**src/rtl/fcmp_pkg.sv**
```systemverilog
package fcmp_pkg;
  parameter int FP_W   = 64;
  parameter int EXP_W  = 11;
  parameter int FRAC_W = FP_W - EXP_W - 1;
  parameter int QUIET_BIT = FRAC_W - 1;

  typedef struct packed {
    logic capture;   // latch status, pulse done
    logic commit;    // write condition flags
  } fcmp_strobe_t;

  typedef struct packed {
    logic isNan;
    logic isSnan;
    logic isQnan;
    logic isSub;
    logic isZero;
  } fp_class_t;

  function automatic fp_class_t classify(input logic [FP_W-1:0] v);
    fp_class_t c;
    logic expOnes, expZero, fracNz;
    expOnes  = &v[FP_W-2 -: EXP_W];
    expZero  = ~|v[FP_W-2 -: EXP_W];
    fracNz   = |v[FRAC_W-1:0];
    c.isNan  = expOnes & fracNz;
    c.isQnan = c.isNan & v[QUIET_BIT];
    c.isSnan = c.isNan & ~v[QUIET_BIT];
    c.isSub  = expZero & fracNz;
    c.isZero = expZero & ~fracNz;
    return c;
  endfunction

  // Sign-magnitude to monotonic unsigned key
  function automatic logic [FP_W-1:0] orderKey(input logic [FP_W-1:0] v);
    return v[FP_W-1] ? ~v : {1'b1, v[FP_W-2:0]};
  endfunction
endpackage

```
**src/rtl/fcmp_ctrl.sv**
```systemverilog
module fcmp_ctrl
  import fcmp_pkg::*;
(
  input  logic         clk,
  input  logic         rst,
  input  logic         inValid,
  input  logic         rawInvalid,
  input  logic         rawDenormal,
  input  logic         maskInvalid,
  input  logic         maskDenormal,
  output fcmp_strobe_t strobe,
  output logic         done
);
  logic unmaskedHit;

  always_comb begin
    unmaskedHit    = (rawInvalid & ~maskInvalid) | (rawDenormal & ~maskDenormal);
    strobe.capture = inValid;
    strobe.commit  = inValid & ~unmaskedHit;
  end

  always_ff @(posedge clk) begin
    if (rst) done <= 1'b0;
    else     done <= inValid;
  end

  // done follows each strobe one cycle later, and only then
  p_done_after_valid_r10: assert property (@(posedge clk) disable iff (rst)
    inValid |=> done);
  p_no_spurious_done_r10: assert property (@(posedge clk) disable iff (rst)
    !inValid |=> !done);
endmodule

```
**src/rtl/fcmp_datapath.sv**
```systemverilog
module fcmp_datapath
  import fcmp_pkg::*;
#(
  parameter int OPND_W = 128
) (
  input  logic              clk,
  input  logic              rst,
  input  logic [OPND_W-1:0] opA,
  input  logic [OPND_W-1:0] opB,
  input  logic              unorderedMode,
  input  fcmp_strobe_t      strobe,
  output logic              rawInvalid,
  output logic              rawDenormal,
  output logic              zf,
  output logic              pf,
  output logic              cf,
  output logic              of,
  output logic              sf,
  output logic              af,
  output logic              excInvalid,
  output logic              excDenormal
);
  logic [FP_W-1:0] lowA, lowB, keyA, keyB;
  fp_class_t       clsA, clsB;
  logic            anyNan, anySnan, isEq, isLt;
  logic [2:0]      code;

  always_comb begin
    lowA   = opA[FP_W-1:0];
    lowB   = opB[FP_W-1:0];
    clsA   = classify(lowA);
    clsB   = classify(lowB);
    keyA   = orderKey(lowA);
    keyB   = orderKey(lowB);
    anyNan  = clsA.isNan  | clsB.isNan;
    anySnan = clsA.isSnan | clsB.isSnan;
    isEq   = (keyA == keyB) | (clsA.isZero & clsB.isZero);
    isLt   = ~isEq & (keyA < keyB);
    if (anyNan)    code = 3'b111;
    else if (isEq) code = 3'b100;
    else if (isLt) code = 3'b001;
    else           code = 3'b000;
    rawInvalid  = unorderedMode ? anySnan : anyNan;
    rawDenormal = clsA.isSub | clsB.isSub;
  end

  always_ff @(posedge clk) begin
    if (rst) begin
      {zf, pf, cf} <= 3'b000;
      {of, sf, af} <= 3'b000;
      excInvalid   <= 1'b0;
      excDenormal  <= 1'b0;
    end else begin
      if (strobe.capture) begin
        excInvalid  <= rawInvalid;
        excDenormal <= rawDenormal;
        {of, sf, af} <= 3'b000;
      end
      if (strobe.commit) {zf, pf, cf} <= code;
    end
  end

  // flags always hold one of the four legal codes
  p_legal_code_r1: assert property (@(posedge clk) disable iff (rst)
    ({zf, pf, cf} inside {3'b000, 3'b001, 3'b100, 3'b111}));
  // a committed compare with a NaN yields the unordered code
  p_nan_unordered_r2: assert property (@(posedge clk) disable iff (rst)
    (strobe.commit && anyNan) |=> ({zf, pf, cf} == 3'b111));
  // overflow, sign and aux flags never set
  p_no_overflow_r3: assert property (@(posedge clk) disable iff (rst)
    !(of || sf || af));
  // quiet mode with no signalling NaN never reports invalid
  p_quiet_no_invalid_r5: assert property (@(posedge clk) disable iff (rst)
    (strobe.capture && unorderedMode && !anySnan) |=> !excInvalid);
  // suppressed write keeps the flags
  p_hold_on_unmasked_r7: assert property (@(posedge clk) disable iff (rst)
    (strobe.capture && !strobe.commit) |=> $stable({zf, pf, cf}));
endmodule

```
**src/rtl/fcmp_flags.sv**
```systemverilog
module fcmp_flags
  import fcmp_pkg::*;
#(
  parameter int OPND_W = 128
) (
  input  logic              clk,
  input  logic              rst,
  input  logic              inValid,
  input  logic [OPND_W-1:0] opA,
  input  logic [OPND_W-1:0] opB,
  input  logic              unorderedMode,
  input  logic              maskInvalid,
  input  logic              maskDenormal,
  output logic              zf,
  output logic              pf,
  output logic              cf,
  output logic              of,
  output logic              sf,
  output logic              af,
  output logic              excInvalid,
  output logic              excDenormal,
  output logic              done
);
  fcmp_strobe_t strobe;
  logic         rawInvalid, rawDenormal;

  fcmp_ctrl u_ctrl (
    .clk          (clk),
    .rst          (rst),
    .inValid      (inValid),
    .rawInvalid   (rawInvalid),
    .rawDenormal  (rawDenormal),
    .maskInvalid  (maskInvalid),
    .maskDenormal (maskDenormal),
    .strobe       (strobe),
    .done         (done)
  );

  fcmp_datapath #(.OPND_W(OPND_W)) u_dp (
    .clk           (clk),
    .rst           (rst),
    .opA           (opA),
    .opB           (opB),
    .unorderedMode (unorderedMode),
    .strobe        (strobe),
    .rawInvalid    (rawInvalid),
    .rawDenormal   (rawDenormal),
    .zf            (zf),
    .pf            (pf),
    .cf            (cf),
    .of            (of),
    .sf            (sf),
    .af            (af),
    .excInvalid    (excInvalid),
    .excDenormal   (excDenormal)
  );
endmodule

```
**config.mk**
```make
export PLATFORM = sky130hd
export DESIGN_NAME = fcmp_flags
export DESIGN_NICKNAME = d
export VERILOG_FILES = /design/src/rtl/fcmp_pkg.sv /design/src/rtl/fcmp_ctrl.sv /design/src/rtl/fcmp_datapath.sv /design/src/rtl/fcmp_flags.sv
export SDC_FILE = /design/constraint.sdc
export NUM_CORES = 1
export LEC_CHECK = 0
export CAP_MARGIN = 20
export CORE_MARGIN = 2
export CORE_UTILIZATION = 25
export DETAILED_ROUTE_END_ITERATION = 8
export HOLD_SLACK_MARGIN = 0.05
export PLACE_DENSITY_LB_ADDON = 0.2
export SETUP_SLACK_MARGIN = 0.05
export SYNTH_ARGS = -nofsm -noshare
export SYNTH_HDL_FRONTEND = slang
export SYNTH_SLANG_ARGS = --single-unit
```
**constraint.sdc**
```tcl
create_clock -name clk -period 3.3 [get_ports clk]
set_input_delay 0.825 -clock clk [delete_from_list [all_inputs] [get_ports clk]]
set_output_delay 0.825 -clock clk [all_outputs]
set_load 0.005 [all_outputs]
```
Word level (Yosys, flattened, before mapping). Index checks and enable logic that the tools add are counted.

Output and inout bits: 9. Logic and storage cells: 50. Register bits after elaboration: 6. Bits of input ports: 262.

Magnitude comparators: 1. Bitwise operators: 28. Multiplexer cells: 6. Eq/ne operators: 1. Reductions and logical operators: 8.

Operator list (count): $mux W64 (2); $not A64 Y64 (2); $reduce_or A52 Y1 (2); $eq A64 B64 Y1 (1); $lt A64 B64 Y1 (1); $reduce_and A11 Y1 (2); $reduce_or A11 Y1 (2); $and A1 B1 Y1 (13); $not A1 Y1 (8); $mux W3 (2); $or A1 B1 Y1 (5); $logic_not A1 Y1 (2); $mux W1 (2).

Depth between registers and ports, before layout.
Word-level depth: 10. Gate-level depth with buffers: 11. Depth with buffers taken out: 9.

Cells and area by module. A second synthesis with hierarchy kept.

Cells, all modules: 390. Area, all modules: 3190.6 um2.

By module, submodules not included: fcmp_datapath (sequential area each 100.1 um2, cells each 384, instances 1, area an instance 3138.0 um2); fcmp_ctrl (sequential area each 20.0 um2, cells each 6, instances 1, area an instance 52.6 um2).

Worst setup path after synthesis. OpenSTA, ideal clock, no wires.

Kind: in2reg. From: input opA[63]. To: register u_dp.zf. Stages on the path: 10. Arrival: 3.265 ns. Required time: 3.214 ns. Slack: -0.051 ns. Library setup time: 0.086 ns. Buffers on the path: 2. Path through: clkbuf_1 -> clkbuf_1 -> xor2_1 -> ha_1 -> nand4_1 -> nor4_1 -> nand3_1 -> nor4_1 -> a211oi_1 -> a211oi_1.

Cells in the longest elaborated chain, start to end: 6.

RTL lines: start: declaration (RTL line fcmp_flags.sv:9) `input logic [OPND_W-1:0] opA,`; $not A64 Y64 (RTL line fcmp_pkg.sv:36) `return v[FP_W-1] ? ~v : {1'b1, v[FP_W-2:0]};`; $mux W64 (*) (RTL line fcmp_pkg.sv:36); $eq A64 B64 Y1 (*) (RTL line fcmp_datapath.sv:37) `isEq = (keyA == keyB) | (clsA.isZero & clsB.isZero);`; $or A1 B1 Y1 (*) (RTL line fcmp_datapath.sv:37); $mux W3 (*) (RTL line fcmp_datapath.sv:40) `else if (isEq) code = 3'b100;`; $mux W3 (*) (RTL line fcmp_datapath.sv:39) `if (anyNan) code = 3'b111;`; end signal: assignment (RTL line fcmp_datapath.sv:59) `if (strobe.commit) {zf, pf, cf} <= code;`; end: declaration (RTL line fcmp_datapath.sv:14) `output logic zf,`.

Every way passes the cells marked *; elsewhere a longest branch is shown, timed or not. A chain may end at the register's enable or synchronous reset.

Worst setup path after layout.
From: input opA[0]. To: register u_dp.cf.

Cells in the longest elaborated chain, start to end: 10. Elaborated cells between the ends (all ways): 26. Those cells by class: order compare: 1; eq/ne: 1; mux: 5; bitwise: 18; reduce/logical: 1.

RTL lines: parallel branches: the longest is 10 deep, another holds $lt A64 B64 Y1; end signal: assignment (RTL line fcmp_datapath.sv:59); end: declaration (RTL line fcmp_datapath.sv:16) `output logic cf,`.

Parallel ways; which one is timed is not known.

==> impl_metrics.tcl <==
set metrics [dict create \
    htreeDepth 1 \
    status "completed" \
    rsz0062_at_grt "no" \
    place_congestion 0.8488 \
    worst_pin_slew_ps 788.4 \
    routed_wl_um 10990 \
    viasPerCell 4.693 \
    critPathMaxStageDelay_ps 460 \
    grt_max_degree 27 \
    dp_hpwl_um 9616 \
    hold_viol 0 \
    area_delta_synth_final_pct 73.07 \
    n_fill_cell 1300 \
    rr_startpoint "u_dp.cf$_SDFFE_PP0P_" \
    initial_utilization 0.2550 \
    overflow 0 \
    cp_data_arrival_time_ps 3260 \
    worstHoldPathType "reg -> reg" \
    total_leakage_power_nw 2.263 \
    clk_pin_slew_worst_paths_ps 30 \
    worst_skew_pair.late_latency_ps 220 \
    antenna_found_initial 0 \
    final_max_slew_viol_count 0 \
    avgSynthCellArea_um2 8.142 \
    antenna_left 0 \
    placed_area_um2 5369 \
    rr_worst_depth 2 \
    setup_violations 0 \
    top_usage_layer "met2" \
    period_share 0.9496 \
    synth-async-reset-ratio 0 \
    start_kind "input pin" \
    core_um2 12520 \
    crit_type "in -> reg" \
    tritoncts "built" \
    numCtsBuffers 3 \
    path_max_fanout 5 \
    synth_common_cells "ha_1 (64), xnor2_1 (63), xor2_1 (63)" \
    synth_top_flop_cell "dfxtp_1" \
    use_met3 0.01751 \
    ys_seq_area_frac 0.03763 \
    r2r-end "u_dp.cf$_SDFFE_PP0P_" \
    fin_nets 927 \
    max_freq_ghz 0.3191 \
    holdCritStartpoint "u_dp.excDenormal$_SDFFE_PP0P_" \
    synth.distinct_cells 37 \
    use_met2 0.2855 \
    drt_iter0_markers 124 \
    clock_sinks 6 \
    synth_top_area_frac 0.2509 \
    slowest_stage "clkdlybuf4s50_1" \
    dieArea_um2 13690 \
    cts.path.max_buffers 2 \
    layout-drive-gt1-share 0.1720 \
    grt_pass1_vias 3744 \
    drc 0 \
    finalInstanceArea_um2 5524 \
    period_minus_slack_ps 3134 \
    use_met1 0.2099 \
    num_io_pins 271 \
    cap_violations 0 \
    max_slew_margin 0.4608 \
    cp-startpoint "opA[0]" \
    synth_area_leaders "ha_1 (25%), xnor2_1 (17%), xor2_1 (17%)" \
    hold_buffers 0 \
    routedWlPerCell_um 14.26 \
    r2r_slack_ps 2610 \
    dieWidth_um 117.0 \
    path_common_cell "buf_4" \
    postSynthCellCount 392 \
    synth_area_um2 3192 \
    antenna_cells 0 \
    yosys_warnings 0 \
    powerDensity_nw_per_um2 191.3 \
    cp-end-kind "flip-flop" \
    fin_hold_ws_ps 476.3 \
    synth-seq-cells 6 \
    vias 3618 \
    grt_pass1_wl_um 17440 \
    peakVddDrop_mv 0.1040 \
    yosys.cell_count.top_type "ha_1" \
    grtUsageTotal 0.1573 \
    hold_depth 2 \
    synth_edf_count 0 \
    clockRootBuffer "clkbuf_16" \
    die_y_um 117.0 \
    skew_ps 0 \
    hold_end "u_dp.excDenormal$_SDFFE_PP0P_" \
    fin_util 0.4413 \
    portBuffers 139 \
    first_pass_iters 4 \
    yosysTopAreaCell "ha_1" \
    path_cells "clkdlybuf4s50_1, nor4_2, buf_4, nand4_1, nor4_4, buf_4, a2111oi_0, a2111oi_4, buf_4, nor2_1, a211oi_1" \
    fp-row-count 41 \
    cp.required_ps 3430 \
]
[how the worst max path moves through the flow]
| stage | end | slack, ps |
|---|---|---|
| floorplan | u_dp.cf$_SDFFE_PP0P_ | 100 |
| global placement | u_dp.cf$_SDFFE_PP0P_ | -170 |
| detailed placement | u_dp.cf$_SDFFE_PP0P_ | -170 |
| CTS | u_dp.cf$_SDFFE_PP0P_ | 60 |
| global route | u_dp.cf$_SDFFE_PP0P_ | 7 |
| finish | u_dp.cf$_SDFFE_PP0P_ | 170 |
[sequential cells by signal, indices dropped and copies added (netlist names)]
signal	flops
u_ctrl.done	1
u_dp.cf	1
u_dp.excDenormal	1
u_dp.excInvalid	1
u_dp.pf	1
u_dp.zf	1
[cell families (layout without fill, tap and decap cells)]
group / after synthesis / count (layout) / share of synthesized area
AOI/OAI and AO/OA: 61 / 61 / 0.1282
xor gates and xnor gates: 126 / 126 / 0.3457
adders and majority gates: 64 / 64 / 0.2509
buffers and inverters: 21 / 226 / 0.02822
DFF: 6 / 6 / 0.03763
other: 1 / 3 / 0.001175
and+or+nand+nor: 113 / 113 / 0.2082
[report_power, final]
group	switching [W]	internal [W]	total, W
clock network	0.0000382	0.000155	0.000193
logic	0.000344	0.000441	0.000785
registers	0.00000164	0.0000767	0.0000783
total	0.000384	0.000673	0.00106
[through the flow]
step	worst slack [ps]	setup TNS, ps	total power (W)	instances
6_report	166.5	0	0.001057	771
5_1_grt	7.222	0	0.001165	771
3_5_place_dp	-167.4	-347.1	0.0008567	767
3_3_place_gp	-168.9	-332.3	0.0008433	767
4_1_cts	55.93	0	0.001061	770
2_1_floorplan	97.78	0	0.0004741	394
[layer usage]
| layer | vias up | wire length, um | part of all wire |
|---|---|---|---|
| met2 | 101 | 5222 | 0.48 |
| met5 | - | 0 | 0 |
| li1 | 1873 | - | - |
| met4 | 0 | 5 | 0.00045 |
| met1 | 1640 | 5145 | 0.47 |
| met3 | 4 | 620 | 0.056 |
[timing repair]
action	in CTS	in global routing
gates resized for setup	1	11
hold endpoints to repair	0	0
buffers inserted	0	1
pin swaps	0	6
setup endpoints to repair	1	2
[cell usage in the layout (no fill, tap or decap), drive strengths merged, types with 2 or more instances in the layout]
master,count
clkdlybuf4s50,137
buf,82
ha,64
xnor2,63
xor2,63
nor4,34
nand4,24
a21oi,23
nor2,16
nand2,16
nand3,9
a211oi,9
nor3,8
a21o,8
o21ai,8
dfxtp,6
inv,4
nor2b,3
conb,3
clkbuf,3
a2111oi,3
o22ai,2
[cell type report]
type | instances | area [um^2] | area share
Clock buffer | 3 | 75.07 | 0.01359
Inverter | 4 | 15.01 | 0.002718
Multi-Input combinational cell | 367 | 3062 | 0.5542
Sequential cell | 6 | 120.1 | 0.02174
Tap cell | 172 | 215.2 | 0.03896
Timing Repair Buffer | 219 | 2037 | 0.3687
[critical path, delay by kind of cell]
family | cells | cell delay (ps)
buffers and inverters | 4 | 990
AOI/OAI and AO/OA | 3 | 660
and+or+nand+nor | 4 | 800
(Power assumes the default switching activity.)
